### config.mk
export PLATFORM = sky130hd
export DESIGN_NAME = psu_fault_supervisor
export DESIGN_NICKNAME = d
export VERILOG_FILES = /design/src/rtl/psu_sup_pkg.sv /design/src/rtl/sup_persist_timer.sv /design/src/rtl/sup_thermal_hyst.sv /design/src/rtl/sup_blank_gen.sv /design/src/rtl/psu_fault_supervisor.sv
export SDC_FILE = /design/constraint.sdc
export NUM_CORES = 1
export LEC_CHECK = 0
export ABC_CLOCK_PERIOD_IN_PS = 5200
export BUFFER_PORTS_ARGS = -buffer_cell sky130_fd_sc_hd__buf_2
export CAP_MARGIN = 0
export CORE_ASPECT_RATIO = 0.8
export CORE_UTILIZATION = 51
export CTS_CLUSTER_SIZE = 40
export DETAILED_ROUTE_END_ITERATION = 7
export HOLD_SLACK_MARGIN = 0.08
export PLACE_DENSITY = 0.84
export SLEW_MARGIN = 5
export SYNTH_ARGS = -nofsm -noshare
export SYNTH_HDL_FRONTEND = slang
export SYNTH_SLANG_ARGS = --single-unit
### constraint.sdc
create_clock -name clk -period 5.2 [get_ports clk]
set_clock_uncertainty 0.15 [all_clocks]
set_input_delay 0.52 -clock clk [delete_from_list [all_inputs] [get_ports clk]]
set_output_delay 0.52 -clock clk [all_outputs]
set_load 0.02 [all_outputs]
### src/rtl/psu_sup_pkg.sv
package psu_sup_pkg;

  typedef enum logic [1:0] {
    ST_CHARGE = 2'd0,
    ST_RUN    = 2'd1,
    ST_FAULT  = 2'd2
  } sup_state_e;

  typedef enum logic [2:0] {
    FC_NONE = 3'd0,
    FC_AOCP = 3'd1,
    FC_OVP  = 3'd2,
    FC_OSP  = 3'd3,
    FC_TSD  = 3'd4,
    FC_OLP  = 3'd5
  } fault_code_e;

  // Fixed priority: the lowest code wins when detectors fire together.
  function automatic fault_code_e pick_first(input logic aocp, input logic ovp,
                                             input logic osp, input logic tsd,
                                             input logic olp);
    if (aocp)     return FC_AOCP;
    else if (ovp) return FC_OVP;
    else if (osp) return FC_OSP;
    else if (tsd) return FC_TSD;
    else if (olp) return FC_OLP;
    else          return FC_NONE;
  endfunction

  // Width of a counter that must reach the value n.
  function automatic int unsigned cnt_bits(input int unsigned n);
    return (n < 2) ? 1 : $clog2(n + 1);
  endfunction

endpackage

### src/rtl/sup_persist_timer.sv
module sup_persist_timer #(
  parameter int unsigned LIMIT = 40
) (
  input  logic clk,
  input  logic rst_n,
  input  logic arm,
  input  logic cond,
  output logic fire
);
  localparam int unsigned CW = psu_sup_pkg::cnt_bits(LIMIT);
  localparam logic [CW-1:0] LAST = CW'(LIMIT - 1);
  localparam logic [CW-1:0] TOP  = CW'(LIMIT);

  logic [CW-1:0] cnt_q;
  logic          live;

  assign live = arm && cond;

  always_ff @(posedge clk or negedge rst_n) begin
    if (!rst_n)              cnt_q <= '0;
    else if (!live)          cnt_q <= '0;
    else if (cnt_q != TOP)   cnt_q <= cnt_q + 1'b1;
  end

  assign fire = live && (cnt_q == LAST);

  generate
    if (LIMIT > 1) begin : g_hist
      AST_FIRE_NEEDS_RUN: assert property (@(posedge clk) disable iff (!rst_n)
        fire |-> $past(live));
    end
  endgenerate

endmodule

### src/rtl/sup_thermal_hyst.sv
module sup_thermal_hyst #(
  parameter int unsigned CODE_W    = 10,
  parameter int unsigned TEMP_HOT  = 137,
  parameter int unsigned TEMP_COOL = 77
) (
  input  logic              clk,
  input  logic              rst_n,
  input  logic [CODE_W-1:0] temp_code,
  output logic              hot
);
  logic set_hot, clr_hot;

  assign set_hot = temp_code >= CODE_W'(TEMP_HOT);
  assign clr_hot = temp_code <= CODE_W'(TEMP_COOL);

  always_ff @(posedge clk or negedge rst_n) begin
    if (!rst_n)       hot <= 1'b0;
    else if (set_hot) hot <= 1'b1;
    else if (clr_hot) hot <= 1'b0;
  end

  AST_HOT_HOLDS: assert property (@(posedge clk) disable iff (!rst_n)
    hot && !clr_hot |=> hot);

endmodule

### src/rtl/sup_blank_gen.sv
module sup_blank_gen #(
  parameter int unsigned LEB_CYC = 15
) (
  input  logic clk,
  input  logic rst_n,
  input  logic gate_on,
  output logic blank
);
  localparam int unsigned BW = psu_sup_pkg::cnt_bits(LEB_CYC);
  localparam logic [BW-1:0] LEB_TOP = BW'(LEB_CYC);

  logic [BW-1:0] age_q;

  always_ff @(posedge clk or negedge rst_n) begin
    if (!rst_n)               age_q <= '0;
    else if (!gate_on)        age_q <= '0;
    else if (age_q != LEB_TOP) age_q <= age_q + 1'b1;
  end

  assign blank = gate_on && (age_q < LEB_TOP);

  AST_BLANK_AT_RISE: assert property (@(posedge clk) disable iff (!rst_n)
    gate_on && !$past(gate_on) |-> blank);

endmodule

### src/rtl/psu_fault_supervisor.sv
module psu_fault_supervisor
  import psu_sup_pkg::*;
#(
  parameter int unsigned CODE_W    = 10,
  parameter int unsigned TON_W     = 8,
  parameter int unsigned VCC_START = 240,
  parameter int unsigned VCC_STOP  = 160,
  parameter int unsigned VCC_OVP   = 480,
  parameter int unsigned FB_OLP    = 240,
  parameter int unsigned FB_OSP    = 160,
  parameter int unsigned SNS_AOCP  = 100,
  parameter int unsigned SNS_ILIM  = 50,
  parameter int unsigned TEMP_HOT  = 137,
  parameter int unsigned TEMP_COOL = 77,
  parameter int unsigned OLP_DLY   = 40,
  parameter int unsigned OSP_DLY   = 25,
  parameter int unsigned TON_SHORT = 50,
  parameter int unsigned LEB_CYC   = 15
) (
  input  logic              clk,
  input  logic              rst_n,
  input  logic [CODE_W-1:0] vcc_code,
  input  logic [CODE_W-1:0] fb_code,
  input  logic [CODE_W-1:0] temp_code,
  input  logic [CODE_W-1:0] sense_code,
  input  logic              gate_on,
  input  logic [TON_W-1:0]  ton_count,
  input  logic              ton_valid,
  output logic              startup_en,
  output logic              switch_en,
  output logic              cl_off,
  output logic              fault_latched,
  output logic [2:0]        fault_code
);

  sup_state_e  state_q;
  fault_code_e code_q;
  fault_code_e code_new;

  // Named comparator events
  logic vcc_ge_start, vcc_lt_stop, vcc_over;
  logic fb_olp, fb_osp, sns_aocp, sns_ilim;
  logic running, short_ton_q, blank, hot;
  logic evt_aocp, evt_ovp, evt_osp, evt_tsd, evt_olp, any_evt;

  assign vcc_ge_start = vcc_code >= CODE_W'(VCC_START);
  assign vcc_lt_stop  = vcc_code <  CODE_W'(VCC_STOP);
  assign vcc_over     = vcc_code >  CODE_W'(VCC_OVP);
  assign fb_olp       = fb_code  >  CODE_W'(FB_OLP);
  assign fb_osp       = fb_code  >  CODE_W'(FB_OSP);
  assign sns_aocp     = sense_code > CODE_W'(SNS_AOCP);
  assign sns_ilim     = sense_code > CODE_W'(SNS_ILIM);
  assign running      = (state_q == ST_RUN);

  // Short-pulse flag from the last on-time report
  always_ff @(posedge clk or negedge rst_n) begin
    if (!rst_n)         short_ton_q <= 1'b0;
    else if (!running)  short_ton_q <= 1'b0;
    else if (ton_valid) short_ton_q <= ton_count < TON_W'(TON_SHORT);
  end

  sup_persist_timer #(.LIMIT(OLP_DLY)) u_olp_tmr (
    .clk(clk), .rst_n(rst_n), .arm(running), .cond(fb_olp), .fire(evt_olp));

  sup_persist_timer #(.LIMIT(OSP_DLY)) u_osp_tmr (
    .clk(clk), .rst_n(rst_n), .arm(running), .cond(fb_osp && short_ton_q),
    .fire(evt_osp));

  sup_thermal_hyst #(.CODE_W(CODE_W), .TEMP_HOT(TEMP_HOT), .TEMP_COOL(TEMP_COOL))
    u_therm (.clk(clk), .rst_n(rst_n), .temp_code(temp_code), .hot(hot));

  sup_blank_gen #(.LEB_CYC(LEB_CYC)) u_leb (
    .clk(clk), .rst_n(rst_n), .gate_on(gate_on), .blank(blank));

  assign evt_aocp = running && gate_on && sns_aocp;
  assign evt_ovp  = running && vcc_over;
  assign evt_tsd  = running && hot;
  assign any_evt  = evt_aocp || evt_ovp || evt_osp || evt_tsd || evt_olp;
  assign code_new = pick_first(evt_aocp, evt_ovp, evt_osp, evt_tsd, evt_olp);

  always_ff @(posedge clk or negedge rst_n) begin
    if (!rst_n) begin
      state_q <= ST_CHARGE;
      code_q  <= FC_NONE;
    end else begin
      case (state_q)
        ST_CHARGE: if (vcc_ge_start) state_q <= ST_RUN;
        ST_RUN: begin
          if (any_evt) begin
            state_q <= ST_FAULT;
            code_q  <= code_new;
          end else if (vcc_lt_stop) begin
            state_q <= ST_CHARGE;
          end
        end
        ST_FAULT: if (vcc_lt_stop) begin
          state_q <= ST_CHARGE;
          code_q  <= FC_NONE;
        end
        default: state_q <= ST_CHARGE;
      endcase
    end
  end

  assign startup_en    = (state_q == ST_CHARGE);
  assign switch_en     = running;
  assign fault_latched = (state_q == ST_FAULT);
  assign fault_code    = code_q;
  assign cl_off        = running && gate_on && !blank && sns_ilim;

  AST_START_AT_LEVEL: assert property (@(posedge clk) disable iff (!rst_n)
    $rose(switch_en) |-> $past(vcc_ge_start));
  AST_UVLO_EXIT: assert property (@(posedge clk) disable iff (!rst_n)
    switch_en && vcc_lt_stop && !any_evt |=> startup_en);
  AST_FAULT_HOLD: assert property (@(posedge clk) disable iff (!rst_n)
    fault_latched && !vcc_lt_stop |=> fault_latched && !switch_en && !startup_en);
  AST_OVP_TRIP: assert property (@(posedge clk) disable iff (!rst_n)
    switch_en && vcc_over |=> fault_latched);
  AST_AOCP_TRIP: assert property (@(posedge clk) disable iff (!rst_n)
    switch_en && gate_on && sns_aocp |=> fault_latched && fault_code == 3'd1);
  AST_CUT_NOT_AT_RISE: assert property (@(posedge clk) disable iff (!rst_n)
    gate_on && !$past(gate_on) |-> !cl_off);
  AST_CODE_STABLE: assert property (@(posedge clk) disable iff (!rst_n)
    fault_latched && $past(fault_latched) |-> $stable(fault_code));

endmodule

# After elaboration in Yosys (flattened, before gate mapping)
# Cells that the tools add are included.
[totals]
reg_bits = 22
latch_bits = 0
ram_bits = 0
romBits = 0
input_bits = 52
word_cells = 78
n_memories = 0
[classes]
addsub = 3
n_mul = 0
div = 0
n_lt_le_gt_ge = 11
n_eq_ne = 14
n_shift = 0
mux = 22
n_bitwise = 0
reduce_logical = 21
[ops]
columns = ["op", "count"]
rows = [
  ["$mux W3", 7],
  ["$ge A10 B8 Y1 const B", 2],
  ["$gt A10 B8 Y1 const B", 2],
  ["$logic_and A1 B1 Y1", 12],
  ["$mux W6", 2],
  ["$gt A10 B6 Y1 const B", 1],
  ["$gt A10 B7 Y1 const B", 1],
  ["$gt A10 B9 Y1 const B", 1],
  ["$le A10 B7 Y1 const B", 1],
  ["$lt A10 B8 Y1 const B", 1],
  ["$mux W5", 2],
  ["$lt A8 B6 Y1 const B", 1],
  ["$mux W4", 2],
  ["$ne A2 B1 Y1 const B", 4],
  ["$add A6 B1 Y6 const B", 1],
  ["$eq A6 B6 Y1 const B", 1],
  ["$mux W2", 3],
  ["$ne A2 B2 Y1 const B", 3],
  ["$ne A6 B6 Y1 const B", 1],
  ["$pmux W2 S3", 1],
  ["$pmux W3 S2", 1],
  ["$add A5 B1 Y5 const B", 1],
  ["$eq A5 B5 Y1 const B", 1],
  ["$ne A5 B5 Y1 const B", 1],
  ["11 further kinds", 18],
]

# Depth between registers and ports, before layout
# Gate-level depths: netlist of the first run.
[logic_depth]
depth_word = 10
ltp_mapped = 9
ltp_nobuf = 8

# By module
# From an unflattened synthesis of the first run, not the netlist that was laid out.
[hier_totals]
hier_cells = 168
hier_area_um2 = 1571.5
[modules_own_cells]
columns = ["mod", "instances", "cells_per_inst", "area_each_um2", "seq_area_each_um2"]
rows = [
  ["psu_fault_supervisor", 1, 75, 628.1, 150.1],
  ["sup_persist_timer at u_olp_tmr", 1, 33, 334.1, 150.1],
  ["sup_persist_timer at u_osp_tmr", 1, 32, 326.6, 125.1],
  ["sup_blank_gen", 1, 20, 212.7, 100.1],
  ["sup_thermal_hyst", 1, 8, 70.1, 25.0],
]

# Worst setup path before layout of the first run
# No wires, ideal clock.
[synth_timing]
path_kind = "register -> register"
start = "reg state_q[1]"
end = "reg code_q[2], in the netlist fault_code[2]"
arrival_time_ns = 2.212
setup_slack_ns = 2.717
path_stages_with_launch = 10
cell_sequence = "dfrtp_1 -> inv_1 -> ha_1 -> buf_4 -> nand2_1 -> a221o_1 -> or4b_4 -> nand3_2 -> o211ai_2 -> a22o_1"
[synth_via]
elab_chain_len = 10
[synth_rtl]
columns = ["element", "line_no", "source"]
rows = [
  ["from (decl)", "psu_fault_supervisor.sv:36", "sup_state_e state_q;"],
  ["from (signal assigned)", "psu_fault_supervisor.sv:83", "state_q <= ST_CHARGE;"],
  ["from (signal assigned)", "psu_fault_supervisor.sv:87", "ST_CHARGE: if (vcc_ge_start) state_q <= ST_RUN;"],
  ["from (signal assigned)", "psu_fault_supervisor.sv:90", "state_q <= ST_FAULT;"],
  ["$eq A2 B1 Y1 (*)", "psu_fault_supervisor.sv:53", "assign running = (state_q == ST_RUN);"],
  ["named net switch_en", "psu_fault_supervisor.sv:30", "output logic switch_en,"],
  ["$logic_and A1 B1 Y1", "sup_persist_timer.sv:17", "assign live = arm && cond;"],
  ["$logic_and A1 B1 Y1", "sup_persist_timer.sv:25", "assign fire = live && (cnt_q == LAST);"],
  ["$mux W3", "psu_sup_pkg.sv:26", "else if (olp) return FC_OLP;"],
  ["$mux W3", "psu_sup_pkg.sv:25", "else if (tsd) return FC_TSD;"],
  ["$mux W3", "psu_sup_pkg.sv:24", "else if (osp) return FC_OSP;"],
  ["$mux W3", "psu_sup_pkg.sv:23", "else if (ovp) return FC_OVP;"],
  ["$mux W3", "psu_sup_pkg.sv:22", "if (aocp) return FC_AOCP;"],
  ["$mux W3", "psu_fault_supervisor.sv:89", "if (any_evt) begin"],
  ["$pmux W3 S2", "psu_fault_supervisor.sv:86", "case (state_q)"],
  ["to (signal assigned)", "psu_fault_supervisor.sv:91", "code_q <= code_new;"],
  ["to (decl)", "psu_fault_supervisor.sv:37", "fault_code_e code_q;"],
]
# The timed path passes the listed nets; every way through them passes the cells marked *. The select of a mux whose other input is x is not followed.
# A chain may end at the register's enable or synchronous reset.

# Final worst setup path of the first run
[layout_timing]
start = "reg state_q[1]"
end = "reg code_q[2], in the netlist fault_code[2]"
[layout_via]
elab_chain_len = 10
[layout_rtl]
columns = ["element", "line_no"]
rows = [
  ["$eq A2 B1 Y1", "psu_fault_supervisor.sv:53, psu_fault_supervisor.sv:86"],
  ["$logic_and A1 B1 Y1", "sup_persist_timer.sv:17"],
  ["$logic_and A1 B1 Y1", "sup_persist_timer.sv:25"],
  ["$mux W3", "psu_sup_pkg.sv:26"],
  ["$mux W3", "psu_sup_pkg.sv:25"],
  ["$mux W3", "psu_sup_pkg.sv:24"],
  ["$mux W3", "psu_sup_pkg.sv:23"],
  ["$mux W3", "psu_sup_pkg.sv:22"],
  ["$mux W3", "psu_fault_supervisor.sv:89"],
  ["$pmux W3 S2", "psu_fault_supervisor.sv:86"],
]
# Several ways; a longest one is shown, not always the timed one. The select of a mux whose other input is x is not followed.

==> impl_metrics.env, run 1 <==
export IMPL_yosysMostFrequentCell="nor2_1"
export IMPL_ys_async_sr_fraction_pct=100
export IMPL_yosysSeqAreaShare_pct=39.4
export IMPL_via_count=1398
export IMPL_switchingPower_mw=0.229
export IMPL_pwr_share_seq_pct=36.5
export IMPL_p_sw_share_pct=37.4
export IMPL_drive_gt1_share_pct=30.0
export IMPL_power_internal_mw=0.383
export IMPL_max_cap_violations=0
export IMPL_syn_area_sq_um=1400
export IMPL_clock_root_buffer="clkbuf_4"
export IMPL_yosys_area_top_type_share_pct=39.4
export IMPL_first_global_vias=1293
export IMPL_ff2ff_path_depth=8
export IMPL_clkPwrFrac_pct=21.7
export IMPL_io_pins=59
export IMPL_grt_setup_unrepaired="false"
export IMPL_first_iter_violations=67
export IMPL_coreArea_sq_um=2520
export IMPL_cts_htree_levels=1
export IMPL_min_to="u_therm.hot"
export IMPL_min_period_ps=2690
export IMPL_combPwrFrac_pct=41.7
export IMPL_crit_arrival_ps=2750
export IMPL_antenna_found_initial=0
export IMPL_start_kind="flip-flop"
export IMPL_die_x_microns=60.6
export IMPL_post_route_period_util_pct=51.7
export IMPL_dpl_cell_count=251
export IMPL_hpwlAfterDp_microns=2680
export IMPL_grt_max_degree=23
export IMPL_initial_utilization_pct=55.5
export IMPL_worstSetupPathType="flip-flop to flip-flop"
export IMPL_status="complete, no violations"
export IMPL_placed_cell_area_sq_um=1720
export IMPL_overflow=0
export IMPL_cp_end_kind="flip-flop"
export IMPL_max_slew_margin_pct=67.5
export IMPL_die_area_sq_um=2960
export IMPL_dr_pass1_iters=4
export IMPL_synth_edff_count=0
export IMPL_grt_usage_pct=24.8
export IMPL_synth_area_top_cells="dfrtp_1 39%, ha_1 8.9%, nor2_1 7.2%"
export IMPL_postRouteAntennaNets=0
export IMPL_ys_seq_elements=22
export IMPL_rows=16
export IMPL_cts_resized=0
export IMPL_setup_viol=0
export IMPL_cts_tree="yes"
export IMPL_hold_buffers=1
export IMPL_min_path_type="input port to flip-flop"
export IMPL_clk_latency_ps=320
export IMPL_cts_setup_buffers=0
export IMPL_min_from="temp_code[8]"
export IMPL_antennaDiodeCount=0
export IMPL_cts_sinks=22
export IMPL_instances_no_fill=256
export IMPL_yosysWarnings=0
export IMPL_holdPathStages=3
export IMPL_r2r_end="fault_code[2]"
export IMPL_fin_util_pct=70.7
export IMPL_die_h_microns=48.8
export IMPL_wirelength_microns=3350
export IMPL_synth_cell_type_count=38
export IMPL_synth_cells=159
export IMPL_cts_buffers=3
export IMPL_avgSynthCellArea_sq_um=8.80
export IMPL_powerDensity_nw_per_um2=343
export IMPL_synthToLayoutAreaGrowth_pct=27.5
export IMPL_drc=0
export IMPL_hold_slack_ps=247
export IMPL_nets=283
export IMPL_tightest_slew_ps=487
export IMPL_synth_largest_area_cell="dfrtp_1"
export IMPL_clk_path_buf_depth=2
export IMPL_hold_viol_final=0
export IMPL_io_buffers=57
export IMPL_gp_congestion=0.833
export IMPL_regToRegSetupSlack_ps=2510
export IMPL_drv_slew=0
export IMPL_clk_pin_slew_ps=120
export IMPL_fin_area_sq_um=1780
export IMPL_fmax_mhz=372
export IMPL_grt_pass1_wl_microns=5480
export IMPL_syn_nets=221
export IMPL_ys_flop_type="dfrtp_1"
export IMPL_reg2reg_from="state_q[1]"
export IMPL_ir_worst_vdd_mv=0.227
export IMPL_vias_per_cell=5.46
export IMPL_synthTopCellsByCount="27 x nor2_1, 22 x dfrtp_1, 17 x nand2_1"
export IMPL_fin_tns_setup_ps=0
export IMPL_worstPathMaxFanout=10
export IMPL_wl_per_cell_microns=13.1
export IMPL_cp_data_required_time_ps=5270
export IMPL_p_leak_nw=0.877
-- flip-flops by register name (all words and copies together) (netlist names) --
signal	cells
u_leb.age_q	4
short_ton_q	1
u_osp_tmr.cnt_q	5
u_therm.hot	1
state_q	2
u_olp_tmr.cnt_q	6
fault_code	3
-- worst max-delay path, cell delays in order, from the launching register on --
cell	delay [ps]
dfrtp_1	450
inv_1	110
ha_1	400
nand2_1	90
a221o_1	370
or4b_4	530
nand3_2	120
o211ai_2	110
a22o_1	240
-- cell usage in the layout, fill, tap and decap left out, drive strengths merged, types with 3 or more instances in the layout --
| cell type | n |
|---|---|
| buf | 57 |
| nor2 | 27 |
| dfrtp | 22 |
| nand2 | 17 |
| ha | 10 |
| nand3 | 10 |
| inv | 9 |
| o21ai | 8 |
| a21oi | 6 |
| xor2 | 5 |
| nor3 | 4 |
| xnor2 | 4 |
| nand4 | 4 |
| nand2b | 3 |
| clkbuf | 3 |
-- power groups by stage --
stage	Sequential, mW	Clock, mW	Combinational (mW)
after CTS	0.222	0.136	0.255
after floorplan	0.231	0	0.169
after detailed placement	0.226	0	0.253
final	0.223	0.133	0.255
after global placement	0.223	0	0.242
after global routing	0.227	0.144	0.281
-- how the worst max path moves through the flow --
stage                          start            end  slack, ps  cells past startpoint
after floorplan           state_q[1]  fault_code[2]       2720                      9
after global placement    state_q[1]  fault_code[0]       2630                      8
after detailed placement  state_q[1]  fault_code[0]       2570                      8
after CTS                 state_q[1]  fault_code[2]       2550                      8
after global routing      state_q[1]  fault_code[2]       2410                      8
final                     state_q[1]  fault_code[2]       2510                      8
-- final cells by class --
cell class | count | area (sq um)
Multi-Input combinational cell | 127 | 807
Fill cell | 213 | 738
Sequential cell | 22 | 551
Timing Repair Buffer | 58 | 295
Tap cell | 36 | 45.0
Inverter | 9 | 33.8
Clock inverter | 1 | 30.0
Clock buffer | 3 | 22.5
-- per-stage QoR --
stage               worst slack (ps)  power, mW
finish                          2510      0.611
global route                    2410      0.653
CTS                             2550      0.614
detailed placement              2570      0.479
global placement                2630      0.464
floorplan                       2720      0.400
-- metal layers --
metal,share of wire (%),track usage [%],up-vias
li1,-,-,688
met1,42,31.3,645
met2,50,42.5,63
met3,7.9,6.63,2
met4,0.39,4.55,0
met5,0,0,-
-- cells by family after synthesis --
family          share of synthesized area [%]
compound gates                           17.6
xor+xnor                                 5.63
fa+ha+maj                                8.94
buf+inv                                  2.95
flops                                    39.4
mux                                      1.43
simple gates                             24.1
Power figures use the tool's default switching activity.
==> inputs of run 2 (changes only) <==
--- a/config.mk
+++ b/config.mk
@@ -5,15 +5,15 @@
 export SDC_FILE = /design/constraint.sdc
 export NUM_CORES = 1
 export LEC_CHECK = 0
-export ABC_CLOCK_PERIOD_IN_PS = 5200
+export ABC_CLOCK_PERIOD_IN_PS = 2600
 export BUFFER_PORTS_ARGS = -buffer_cell sky130_fd_sc_hd__buf_2
 export CAP_MARGIN = 0
 export CORE_ASPECT_RATIO = 0.8
-export CORE_UTILIZATION = 51
+export CORE_UTILIZATION = 47
 export CTS_CLUSTER_SIZE = 40
 export DETAILED_ROUTE_END_ITERATION = 7
 export HOLD_SLACK_MARGIN = 0.08
-export PLACE_DENSITY = 0.84
+export PLACE_DENSITY = 0.79
 export SLEW_MARGIN = 5
 export SYNTH_ARGS = -nofsm -noshare
 export SYNTH_HDL_FRONTEND = slang
==> constraint.sdc (replaced) <==
create_clock -name clk -period 2.6 [get_ports clk]
set_clock_uncertainty 0.15 [all_clocks]
set_input_delay 0.26 -clock clk [delete_from_list [all_inputs] [get_ports clk]]
set_output_delay 0.26 -clock clk [all_outputs]
set_load 0.02 [all_outputs]
==> run 2 against run 1 <==
  * Flip-flop and latch count did not move
  * Worst setup slack worse by 2300 ps
  * Routed wire length shrank 3.4%
  * Non-clock buffer count grew 3
  * Sequential power rose by 100%
  * Global-route usage decreased by 3.7 points
  * Core utilization fell by 5.0 points
  * Critical endpoint unchanged
==> impl_metrics.env, run 2 (synthesis gave the netlist of run 1 again) <==
export IMPL_dr_pass1_iters=5
export IMPL_hold_viol_final=0
export IMPL_first_iter_violations=69
export IMPL_cpPeakStageDelay_ps=530
export IMPL_worstSetupPathType="flip-flop to flip-flop"
export IMPL_grtUsageMet2_pct=36.0
export IMPL_setup_viol=0
export IMPL_crit_arrival_ps=2350
export IMPL_die_area_sq_um=3200
export IMPL_hpwlAfterDp_microns=2450
export IMPL_cp_end_kind="flip-flop"
export IMPL_max_slew_margin_pct=67.6
export IMPL_fin_tns_setup_ps=0
export IMPL_die_x_microns=63.0
export IMPL_drive_gt1_share_pct=30.0
export IMPL_cp_slowest_cell="or4b_4"
export IMPL_cts_sinks=22
export IMPL_io_buffers=57
export IMPL_final_common_cell="buf_2"
export IMPL_overflow=0
export IMPL_top_regs="u_olp_tmr.cnt_q: 6 flops, u_osp_tmr.cnt_q: 5 flops, u_leb.age_q: 4 flops"
export IMPL_powerDensity_nw_per_um2=700
export IMPL_status="complete, no violations"
export IMPL_worst_path_buf_inv=1
export IMPL_use_met1_pct=27.3
export IMPL_max_cap_violations=0
export IMPL_min_period_ps=2360
export IMPL_grt_busiest_layer="met2"
export IMPL_vias_per_cell=5.26
export IMPL_cts_htree_levels=1
export IMPL_grt_setup_unrepaired="false"
export IMPL_fmax_mhz=425
export IMPL_reg2reg_from="state_q[1]"
export IMPL_worstPathMaxFanout=6
export IMPL_post_route_period_util_pct=90.6
export IMPL_die_h_microns=50.8
export IMPL_gp_congestion=0.750
export IMPL_dpl_cell_count=254
export IMPL_io_pins=59
export IMPL_clk_latency_ps=270
export IMPL_final_cell_mix="57 x buf_2, 27 x nor2_1, 22 x dfrtp_1"
export IMPL_met3_usage_pct=5.00
export IMPL_rows=17
export IMPL_crit_start="state_q[1]"
export IMPL_wirelength_microns=3230
export IMPL_first_global_vias=1230
export IMPL_fin_util_pct=65.8
export IMPL_cts_buffers=3
export IMPL_antenna_found_initial=0
export IMPL_start_kind="flip-flop"
export IMPL_nets=286
export IMPL_cp_data_required_time_ps=2600
export IMPL_ir_worst_vdd_mv=0.485
export IMPL_postRouteAntennaNets=0
export IMPL_via_count=1374
export IMPL_p_leak_nw=0.899
export IMPL_antennaDiodeCount=0
export IMPL_largest_register_ffs=6
export IMPL_path_cells="inv_1 > ha_1 > nand2_1 > a221o_1 > or4b_4 > nand3_2 > o211ai_2 > a22o_1"
export IMPL_clock_root_buffer="clkbuf_8"
export IMPL_clk_path_buf_depth=2
export IMPL_clk_pin_slew_ps=80
export IMPL_fillers=236
export IMPL_initial_utilization_pct=50.2
export IMPL_drc=0
export IMPL_tightest_slew_ps=486
export IMPL_min_path_type="input port to flip-flop"
export IMPL_coreArea_sq_um=2790
export IMPL_instances_no_fill=261
export IMPL_cts_setup_buffers=0
export IMPL_cts_tree="yes"
export IMPL_top_register="u_olp_tmr.cnt_q"
export IMPL_grt_max_degree=23
export IMPL_hold_slack_ps=101
export IMPL_drv_slew=0
export IMPL_wl_per_cell_microns=12.4
export IMPL_crit_family="simple AND/OR/NAND/NOR gates"
export IMPL_grt_usage_pct=21.1
export IMPL_min_from="gate_on"
export IMPL_grt_pass1_wl_microns=5220
export IMPL_synthToLayoutAreaGrowth_pct=31.0
[run 2: cell count changes in the layout (fill, tap and decap cells not counted)]
cell           delta
clkbuf_4          -3
clkbuf_8          +3
dlygate4sd3_1     +2
buf_4             +1
[run 2: layout make-up]
cell class,count,area (sq um),area share (%)
timing repair buffer,61,323,17.6
clock buffer,3,41.3,2.25
clock inverter,1,30.0,1.64
inverter,9,33.8,1.84
tap,38,47.5,2.59
sequential,22,551,30.0
multi-input combinational,127,807,44.0
[run 2: final timing paths]
kind / endpoint / slack [ps] / cells past startpoint
min in group asynchronous: u_leb.age_q[3] / 330 / 2
setup reg to reg: fault_code[2] / 240 / 8
hold / removal: u_leb.age_q[2] / 100 / 3
setup / recovery: fault_code[2] / 240 / 8
hold reg to reg: u_leb.age_q[2] / 370 / 1
max in group asynchronous: u_osp_tmr.cnt_q[2] / 1630 / 2
[run 2: repair_timing]
item / in CTS / in global routing
resized for setup: 0 / 0
endpoints found under the hold margin: 23 / 0
hold buffers: 3 / 0
setup endpoints to repair: 0 / 0
[run 2: through the flow]
stage / instance area (sq um) / setup WS, ps / total power [mW]
after floorplan: 1400 / 117 / 0.800
after global placement: 1730 / 273 / 0.951
after detailed placement: 1730 / 253 / 0.956
after CTS: 1830 / 237 / 1.29
after global routing: 1830 / 107 / 1.37
final: 1830 / 245 / 1.28
[run 2: worst register-to-register path, cell delays in order (launching register included)]
cell and delay (ps):
dfrtp_1 420, inv_1 90, ha_1 160, nand2_1 60, a221o_1 350, or4b_4 530, nand3_2 130, o211ai_2 110
a22o_1 250
[run 2: per-layer routing]
metal / wire, microns / part of all wire, %
met5: 0 / 0
met4: 15 / 0.46
met3: 165 / 5.1
met2: 1560 / 48
met1: 1490 / 46
[run 2: power by group]
part | total (mW) | internal [mW] | leakage, nW | switching (mW)
combinational | 0.520 | 0.225 | 0.569 | 0.296
sequential | 0.446 | 0.395 | 0.294 | 0.0510
clock | 0.317 | 0.206 | 0.0357 | 0.111
